<file path="src/rtl/mdet_pkg.sv">
package mdet_pkg;
  // ring and carrier per line
  localparam int MDET_KINDS = 2;

  // number of ticks that must be observed while different so that at least
  // stable_ms whole milliseconds have elapsed regardless of tick phase
  function automatic int hold_ticks(input int stable_ms);
    return stable_ms + 1;
  endfunction
endpackage

</file>
<file path="src/rtl/mdet_sync.sv">
module mdet_sync #(
  parameter int WIDTH = 32
) (
  input  logic             clk,
  input  logic             rst,
  input  logic [WIDTH-1:0] din,
  output logic [WIDTH-1:0] dout
);
  logic [WIDTH-1:0] stage1;

  always_ff @(posedge clk) begin
    if (rst) begin
      stage1 <= '0;
      dout   <= '0;
    end else begin
      stage1 <= din;
      dout   <= stage1;
    end
  end
endmodule

</file>
<file path="src/rtl/mdet_tick.sv">
module mdet_tick #(
  parameter int TICKS_PER_MS = 50000
) (
  input  logic clk,
  input  logic rst,
  output logic tick
);
  generate
    if (TICKS_PER_MS <= 1) begin : g_every
      always_ff @(posedge clk) begin
        if (rst) tick <= 1'b0;
        else     tick <= 1'b1;
      end
    end else begin : g_div
      localparam int CW = $clog2(TICKS_PER_MS);
      localparam logic [CW-1:0] LAST = CW'(TICKS_PER_MS - 1);
      logic [CW-1:0] cnt;

      always_ff @(posedge clk) begin
        if (rst) begin
          cnt  <= '0;
          tick <= 1'b0;
        end else begin
          tick <= (cnt == LAST);
          if (cnt == LAST) cnt <= '0;
          else             cnt <= cnt + 1'b1;
        end
      end

      // ticks are single-cycle pulses (timing basis of R3/R4)
      assert_tick_single_R3: assert property (@(posedge clk) disable iff (rst)
        tick |=> !tick);
    end
  endgenerate
endmodule

</file>
<file path="src/rtl/mdet_filter.sv">
module mdet_filter #(
  parameter int HOLD_TICKS = 101
) (
  input  logic clk,
  input  logic rst,
  input  logic tick,
  input  logic smp,
  output logic level,
  output logic accept
);
  localparam int CW = $clog2(HOLD_TICKS + 1);
  localparam logic [CW-1:0] LAST = CW'(HOLD_TICKS - 1);

  logic [CW-1:0] cnt;
  logic          differ;
  logic          at_last;

  always_comb begin
    differ  = (smp != level);
    at_last = (cnt == LAST);
    accept  = differ && tick && at_last;
  end

  always_ff @(posedge clk) begin
    if (rst) begin
      level <= 1'b0;
      cnt   <= '0;
    end else if (!differ) begin
      cnt <= '0;
    end else if (tick) begin
      if (at_last) begin
        level <= smp;
        cnt   <= '0;
      end else begin
        cnt <= cnt + 1'b1;
      end
    end
  end

  // level only moves on a prescaler tick
  assert_level_on_tick_R3: assert property (@(posedge clk) disable iff (rst)
    (level != $past(level)) |-> $past(tick));
  // level only moves to the sampled input value
  assert_level_follows_sample_R2: assert property (@(posedge clk) disable iff (rst)
    (level != $past(level)) |-> (level == $past(smp)));
  // a return to the reported level clears the qualification count
  assert_bounce_restarts_R6: assert property (@(posedge clk) disable iff (rst)
    ($past(smp) == $past(level)) |-> (cnt == '0));
  assert_count_bounded_R6: assert property (@(posedge clk) disable iff (rst)
    cnt <= LAST);
endmodule

</file>
<file path="src/rtl/mdet_top.sv">
module mdet_top #(
  parameter int LINES        = 16,
  parameter int TICKS_PER_MS = 50000,
  parameter int STABLE_MS    = 100
) (
  input  logic             clk,
  input  logic             rst,
  input  logic [LINES-1:0] ring_raw,
  input  logic [LINES-1:0] carr_raw,
  input  logic             pend_clr_we,
  input  logic [LINES-1:0] pend_clr_mask,
  output logic [LINES-1:0] ring_det,
  output logic [LINES-1:0] carr_det,
  output logic [LINES-1:0] pend
);
  import mdet_pkg::*;

  localparam int NSIG = LINES * MDET_KINDS;
  localparam int HOLD = hold_ticks(STABLE_MS);

  logic [NSIG-1:0] raw_all;
  logic [NSIG-1:0] smp_all;
  logic [NSIG-1:0] lvl_all;
  logic [NSIG-1:0] acc_all;
  logic            tick;

  assign raw_all = {carr_raw, ring_raw};

  mdet_sync #(.WIDTH(NSIG)) u_sync (
    .clk  (clk),
    .rst  (rst),
    .din  (raw_all),
    .dout (smp_all)
  );

  mdet_tick #(.TICKS_PER_MS(TICKS_PER_MS)) u_tick (
    .clk  (clk),
    .rst  (rst),
    .tick (tick)
  );

  generate
    for (genvar s = 0; s < NSIG; s++) begin : g_sig
      mdet_filter #(.HOLD_TICKS(HOLD)) u_filt (
        .clk    (clk),
        .rst    (rst),
        .tick   (tick),
        .smp    (smp_all[s]),
        .level  (lvl_all[s]),
        .accept (acc_all[s])
      );
    end
  endgenerate

  assign ring_det = lvl_all[LINES-1:0];
  assign carr_det = lvl_all[NSIG-1:LINES];

  generate
    for (genvar i = 0; i < LINES; i++) begin : g_line
      logic set_i;
      assign set_i = acc_all[i] | acc_all[LINES + i];

      always_ff @(posedge clk) begin
        if (rst)                                pend[i] <= 1'b0;
        else if (set_i)                         pend[i] <= 1'b1;
        else if (pend_clr_we && pend_clr_mask[i]) pend[i] <= 1'b0;
      end

      // a change of a detect bit raises pending in the same cycle (set wins)
      assert_change_sets_pend_R9: assert property (@(posedge clk) disable iff (rst)
        ((ring_det[i] != $past(ring_det[i])) || (carr_det[i] != $past(carr_det[i])))
          |-> pend[i]);
      // pending never rises without a detect change
      assert_pend_needs_change_R7: assert property (@(posedge clk) disable iff (rst)
        (pend[i] && !$past(pend[i]))
          |-> ((ring_det[i] != $past(ring_det[i])) || (carr_det[i] != $past(carr_det[i]))));
      // pending is held unless a clear addressed it
      assert_pend_sticky_R8: assert property (@(posedge clk) disable iff (rst)
        ($past(pend[i]) && !($past(pend_clr_we) && $past(pend_clr_mask[i]))) |-> pend[i]);
    end
  endgenerate
endmodule

</file>
<file path="config.mk">
export PLATFORM = sky130hd
export DESIGN_NAME = mdet_top
export DESIGN_NICKNAME = d
export VERILOG_FILES = /design/src/rtl/mdet_pkg.sv /design/src/rtl/mdet_sync.sv /design/src/rtl/mdet_tick.sv /design/src/rtl/mdet_filter.sv /design/src/rtl/mdet_top.sv
export SDC_FILE = /design/constraint.sdc
export NUM_CORES = 1
export LEC_CHECK = 0
export ABC_AREA = 1
export BUFFER_PORTS_ARGS = -buffer_cell sky130_fd_sc_hd__buf_4
export CORE_AREA = 3 3 171 173
export CTS_CLUSTER_DIAMETER = 30
export DETAILED_ROUTE_END_ITERATION = 8
export DIE_AREA = 0 0 174 176
export PLACE_DENSITY = 0.78
export SYNTH_ARGS = -nofsm -noshare
export SYNTH_HDL_FRONTEND = slang
export SYNTH_SLANG_ARGS = --single-unit
</file>
<file path="constraint.sdc">
create_clock -name clk -period 2.8 [get_ports clk]
set_input_delay 0.14 -clock clk [delete_from_list [all_inputs] [get_ports clk]]
set_output_delay 0.14 -clock clk [all_outputs]
set_load 0.01 [all_outputs]
</file>
Yosys cells after proc, flatten, opt, wreduce, memory -nomap -nowiden
Cells that the tools add are included.

Output and inout port bits: 48. Logic and storage cells: 455. Input port bits: 51. Register bits after elaboration: 353.

Muxes and demuxes: 64. Add/sub/neg operators: 33. Reductions and logical operators: 161. Equal/unequal tests: 65. Bitwise operators: 48.

Operator list (number): $add 7x1->7 const B (32); $eq 7x7->1 const B (32); $mux 7 (32); $reduce_and 3->1 (32); $logic_and 1x1->1 (80); $reduce_or 2->1 (33); $mux 1 (32); $ne 1x1->1 (32); $not 1->1 (32); $reduce_bool 2->1 (16); $add 16x1->16 const B (1); $eq 16x16->1 const B (1); $or 1x1->1 (16).

Depth between registers and ports, before layout
Depth in word-level cells: 5. Gate-level depth with buffers: 9.

Modules after synthesis
A second synthesis with hierarchy kept.

Cells, all modules: 2401. Area, all modules: 17827.1 um^2.

Modules (own cells, without submodules): mdet_filter at g_sig[0].u_filt ... (area each 450.4 um^2, cells each 62, instances 31, seq. area each 160.2 um^2); mdet_sync (area each 1840.5 um^2, cells each 199, instances 1, seq. area each 1281.2 um^2); mdet_tick (area each 870.8 um^2, cells each 133, instances 1, seq. area each 340.3 um^2); mdet_top (area each 725.7 um^2, cells each 84, instances 1, seq. area each 320.3 um^2); mdet_filter at g_sig[9].u_filt (area each 426.7 um^2, cells each 63, instances 1, seq. area each 160.2 um^2).

Worst setup path after synthesis
OpenSTA, ideal clock, no wires.

Path kind: register to register. Start point: register u_tick.g_div.cnt[0]. End point: register u_tick.g_div.cnt[11]. Buffers on the path: 1. Setup slack: 1.419 ns. Data arrival time: 1.260 ns. Clock period less this slack: 1.381 ns. Stages on the path, launching flop included: 10. Cell sequence: dfxtp_1 ha_1 nand2_1 nor2_2 inv_1 nor2_1 nand2_1 nand2_2 buf_6 a21oi_1.

Longest elaborated chain between the ends: 2. Elaborated cells between the ends (all ways): 3.

Ends and longest elaborated chain: start, declared (RTL line mdet_tick.sv:17) `logic [CW-1:0] cnt;`; start signal, assigned (RTL line mdet_tick.sv:26) `else cnt <= cnt + 1'b1;`; branches (longest 2 deep; another with $add 16x1->16).

Parallel ways; which one is timed is not known. A chain may end at the register's enable or synchronous reset.

==> impl_metrics.json <==
{
  "status": "completed",
  "power_density_nw_per_um2": 710,
  "grt_max_degree": 106,
  "post_drt_wl_per_cell_um": 12.3,
  "max_freq_mhz": 536,
  "ys.flop_type": "dfxtp_1",
  "final_nets": 2605,
  "final_common_cell": "nand2_1",
  "fin_skew_ns": 0.0201,
  "setup_viol": 0,
  "vias_per_cell": 4.99,
  "setup_tns_ns": 0,
  "cts_made_buffers": 74,
  "grtUsageTotal_pct": 23.4,
  "routed_wl_um": 35900,
  "ff2ff_setup_slack_ns": 0.93,
  "drcViolationCount": 0,
  "maxSlewHeadroom_pct": 52.3,
  "criticalPathCategory": "reg2reg",
  "synth_area_sq_um": 16700,
  "reg2regPathDepth": 5,
  "rows": 61,
  "ant_nets": 0,
  "layout_common_cells": "nand2_1, nor2_1, inv_1",
  "synth_edf_count": 0,
  "cts_max_path_buffers": 3,
  "leakage_nw": 8.58,
  "clk_pin_slew_ns": 0.05,
  "syn2layout_area_growth_pct": 23.4,
  "synthesis.nets": 2454,
  "yosysWarnings": 0,
  "port_buffers": 98,
  "worst_pin_slew_ns": 0.715,
  "die_y_um": 176,
  "boundaryPins": 99,
  "hpwl_um": 23000,
  "postCtsSetupBuffers": 0,
  "critPathMaxFanout": 34,
  "maxCapViolCount": 0,
  "synthCells": 2338,
  "vias": 14615,
  "fill_cells": 2043,
  "critPathCapture": "g_sig[13].u_filt.cnt[5]",
  "slew_violations": 0,
  "initial_core_util_pct": 60.2,
  "drt_iter0_markers": 847,
  "synth_cell_types": 32,
  "r2r-start": "u_tick.tick",
  "r2r-end": "g_sig[13].u_filt.cnt[5]",
  "syn_avg_cell_area_sq_um": 7.16,
  "crit_path_start": "u_tick.tick",
  "ir_drop_mv": 0.611,
  "grt-ovfl-total": 0,
  "dieArea_sq_um": 30600,
  "place_congestion": 0.852,
  "cp-end-kind": "register",
  "fin_crit_sh_pct": 66.7,
  "synthDominantCellAreaShare_pct": 42.2,
  "cts_sinks": 353,
  "hp-class": "in2reg",
  "htreeDepth": 3,
  "cts-root-buf": "clkbuf_16",
  "synth_seq_cells": 353,
  "grt_pass1_vias": 14323,
  "total_power_mw": 14.7,
  "clock_latency_ns": 0.55,
  "critical_path_arrival_ns": 2.30,
  "final_layout_size_suffix_gt1_share_pct": 11.2,
  "cp.required_ns": 3.23,
  "grt_antenna_before_repair": 0,
  "cts_tree": "yes",
  "dieWidth_um": 174,
  "rsz0062_at_grt": "no",
  "grt_pass1_wl_um": 62100,
  "ys_async_sr_fraction_pct": 0,
  "synth_top_area_cell": "dfxtp_1",
  "finalHoldViolCount": 0,
  "yosys-top-cells-area": "dfxtp_1, nand2_1, nor2_1",
  "core_area_sq_um": 27800,
  "antenna_cells": 0,
  "drtPass1Iterations": 5,
  "start_kind": "register",
  "synth.yosys.seq_area_share_pct": 42.2,
  "fin_crit_ns": 1.87
}
-- Yosys cell counts (all sizes together), types with 5 or more instances --
library cell / n
a21oi: 79
o21ai: 32
o211ai: 13
xnor2: 23
inv: 359
nor3: 144
nor2: 438
nand3b: 7
ha: 65
nand3: 144
dfxtp: 353
clkbuf: 7
nor3b: 26
a31oi: 20
nand2: 493
and3: 5
xor2: 22
nand4: 34
buf: 71
-- critical path, stage by stage, from the launching register on --
cell	delay, ns
dfxtp_4	0.57
inv_2	0.38
nor3_1	0.50
nand4_1	0.15
nand2_1	0.10
nor2_1	0.04
-- how the worst min path moves through the flow --
stage | startpoint | endpoint | slack [ns] | cells past startpoint
global placement | ring_raw[5] | u_sync.stage1[5] | 0.34 | 3
floorplan | ring_raw[0] | u_sync.stage1[0] | 0.25 | 2
finish | pend_clr_mask[15] | pend[15] | 0.05 | 4
detailed placement | ring_raw[6] | u_sync.stage1[6] | 0.35 | 3
CTS | pend_clr_mask[15] | pend[15] | 0.05 | 4
global route | pend_clr_we | pend[0] | 0.07 | 4
-- final cells by class --
cell class	instances	area [sq um]	share of cell area [%]
sequential	353	7070	34.2
tap	378	473	2.29
clock buffer	89	2000	9.69
multi-input combinational	1547	7740	37.5
timing repair buffer	153	1330	6.44
clock inverter	46	678	3.28
inverter	360	1350	6.55
-- flip-flops by register name, indices dropped and copies added, names as in the netlist --
| register | flops |
|---|---|
| pend | 16 |
| u_sync.stage1 | 32 |
| u_tick.g_div.cnt | 16 |
| g_sig.u_filt.cnt | 224 |
| u_tick.tick | 1 |
| g_sig.u_filt.level | 32 |
| u_sync.dout | 32 |
-- cell families after synthesis --
kind of cell,after synthesis,share of synthesized area [%]
AND/OR/NAND/NOR,1292,34.4
buffers and inverters,438,11.5
flip-flops,353,42.2
AO/OA/AOI/OAI,145,4.70
adder cells (fa/ha/maj),65,4.86
XOR/XNOR,45,2.36
-- layer usage --
metal  wire, um  share of wire [%]  up-vias  track usage, %
met5          0                  0        -               0
met4        799                2.2        0            7.37
met3       1420                3.9       66            4.13
met2      18000                 50      291            43.7
met1      15600                 44     6639            27.2
li1           -                  -     7619               -
-- what timing repair did --
action	CTS	global route
hold buffers	47	0
gates resized for setup	0	0
hold endpoints to repair	47	0
endpoints found under the setup margin	0	0
-- power breakdown --
part	total, mW	switching, mW	internal (mW)	leakage, nW
logic	0.277	0.144	0.133	4.43
clock network	9.27	2.85	6.42	1.29
registers	5.11	0.0238	5.08	2.86
-- metrics by stage --
stage          area [sq um]  hold slack [ns]  setup WS [ns]  util (%)  std cells
2_1_floorplan         16700            0.247           1.42         -       2338
3_3_place_gp          17500            0.340           1.07      63.0       2744
3_5_place_dp          17500            0.346          0.956      63.0       2744
4_1_cts               20600           0.0459          0.939      74.3       2926
5_1_grt               20600           0.0701          0.725      74.3       2926
6_report              20600           0.0514          0.933      74.3       2926
No activity file was read; power rests on OpenSTA's default activity.
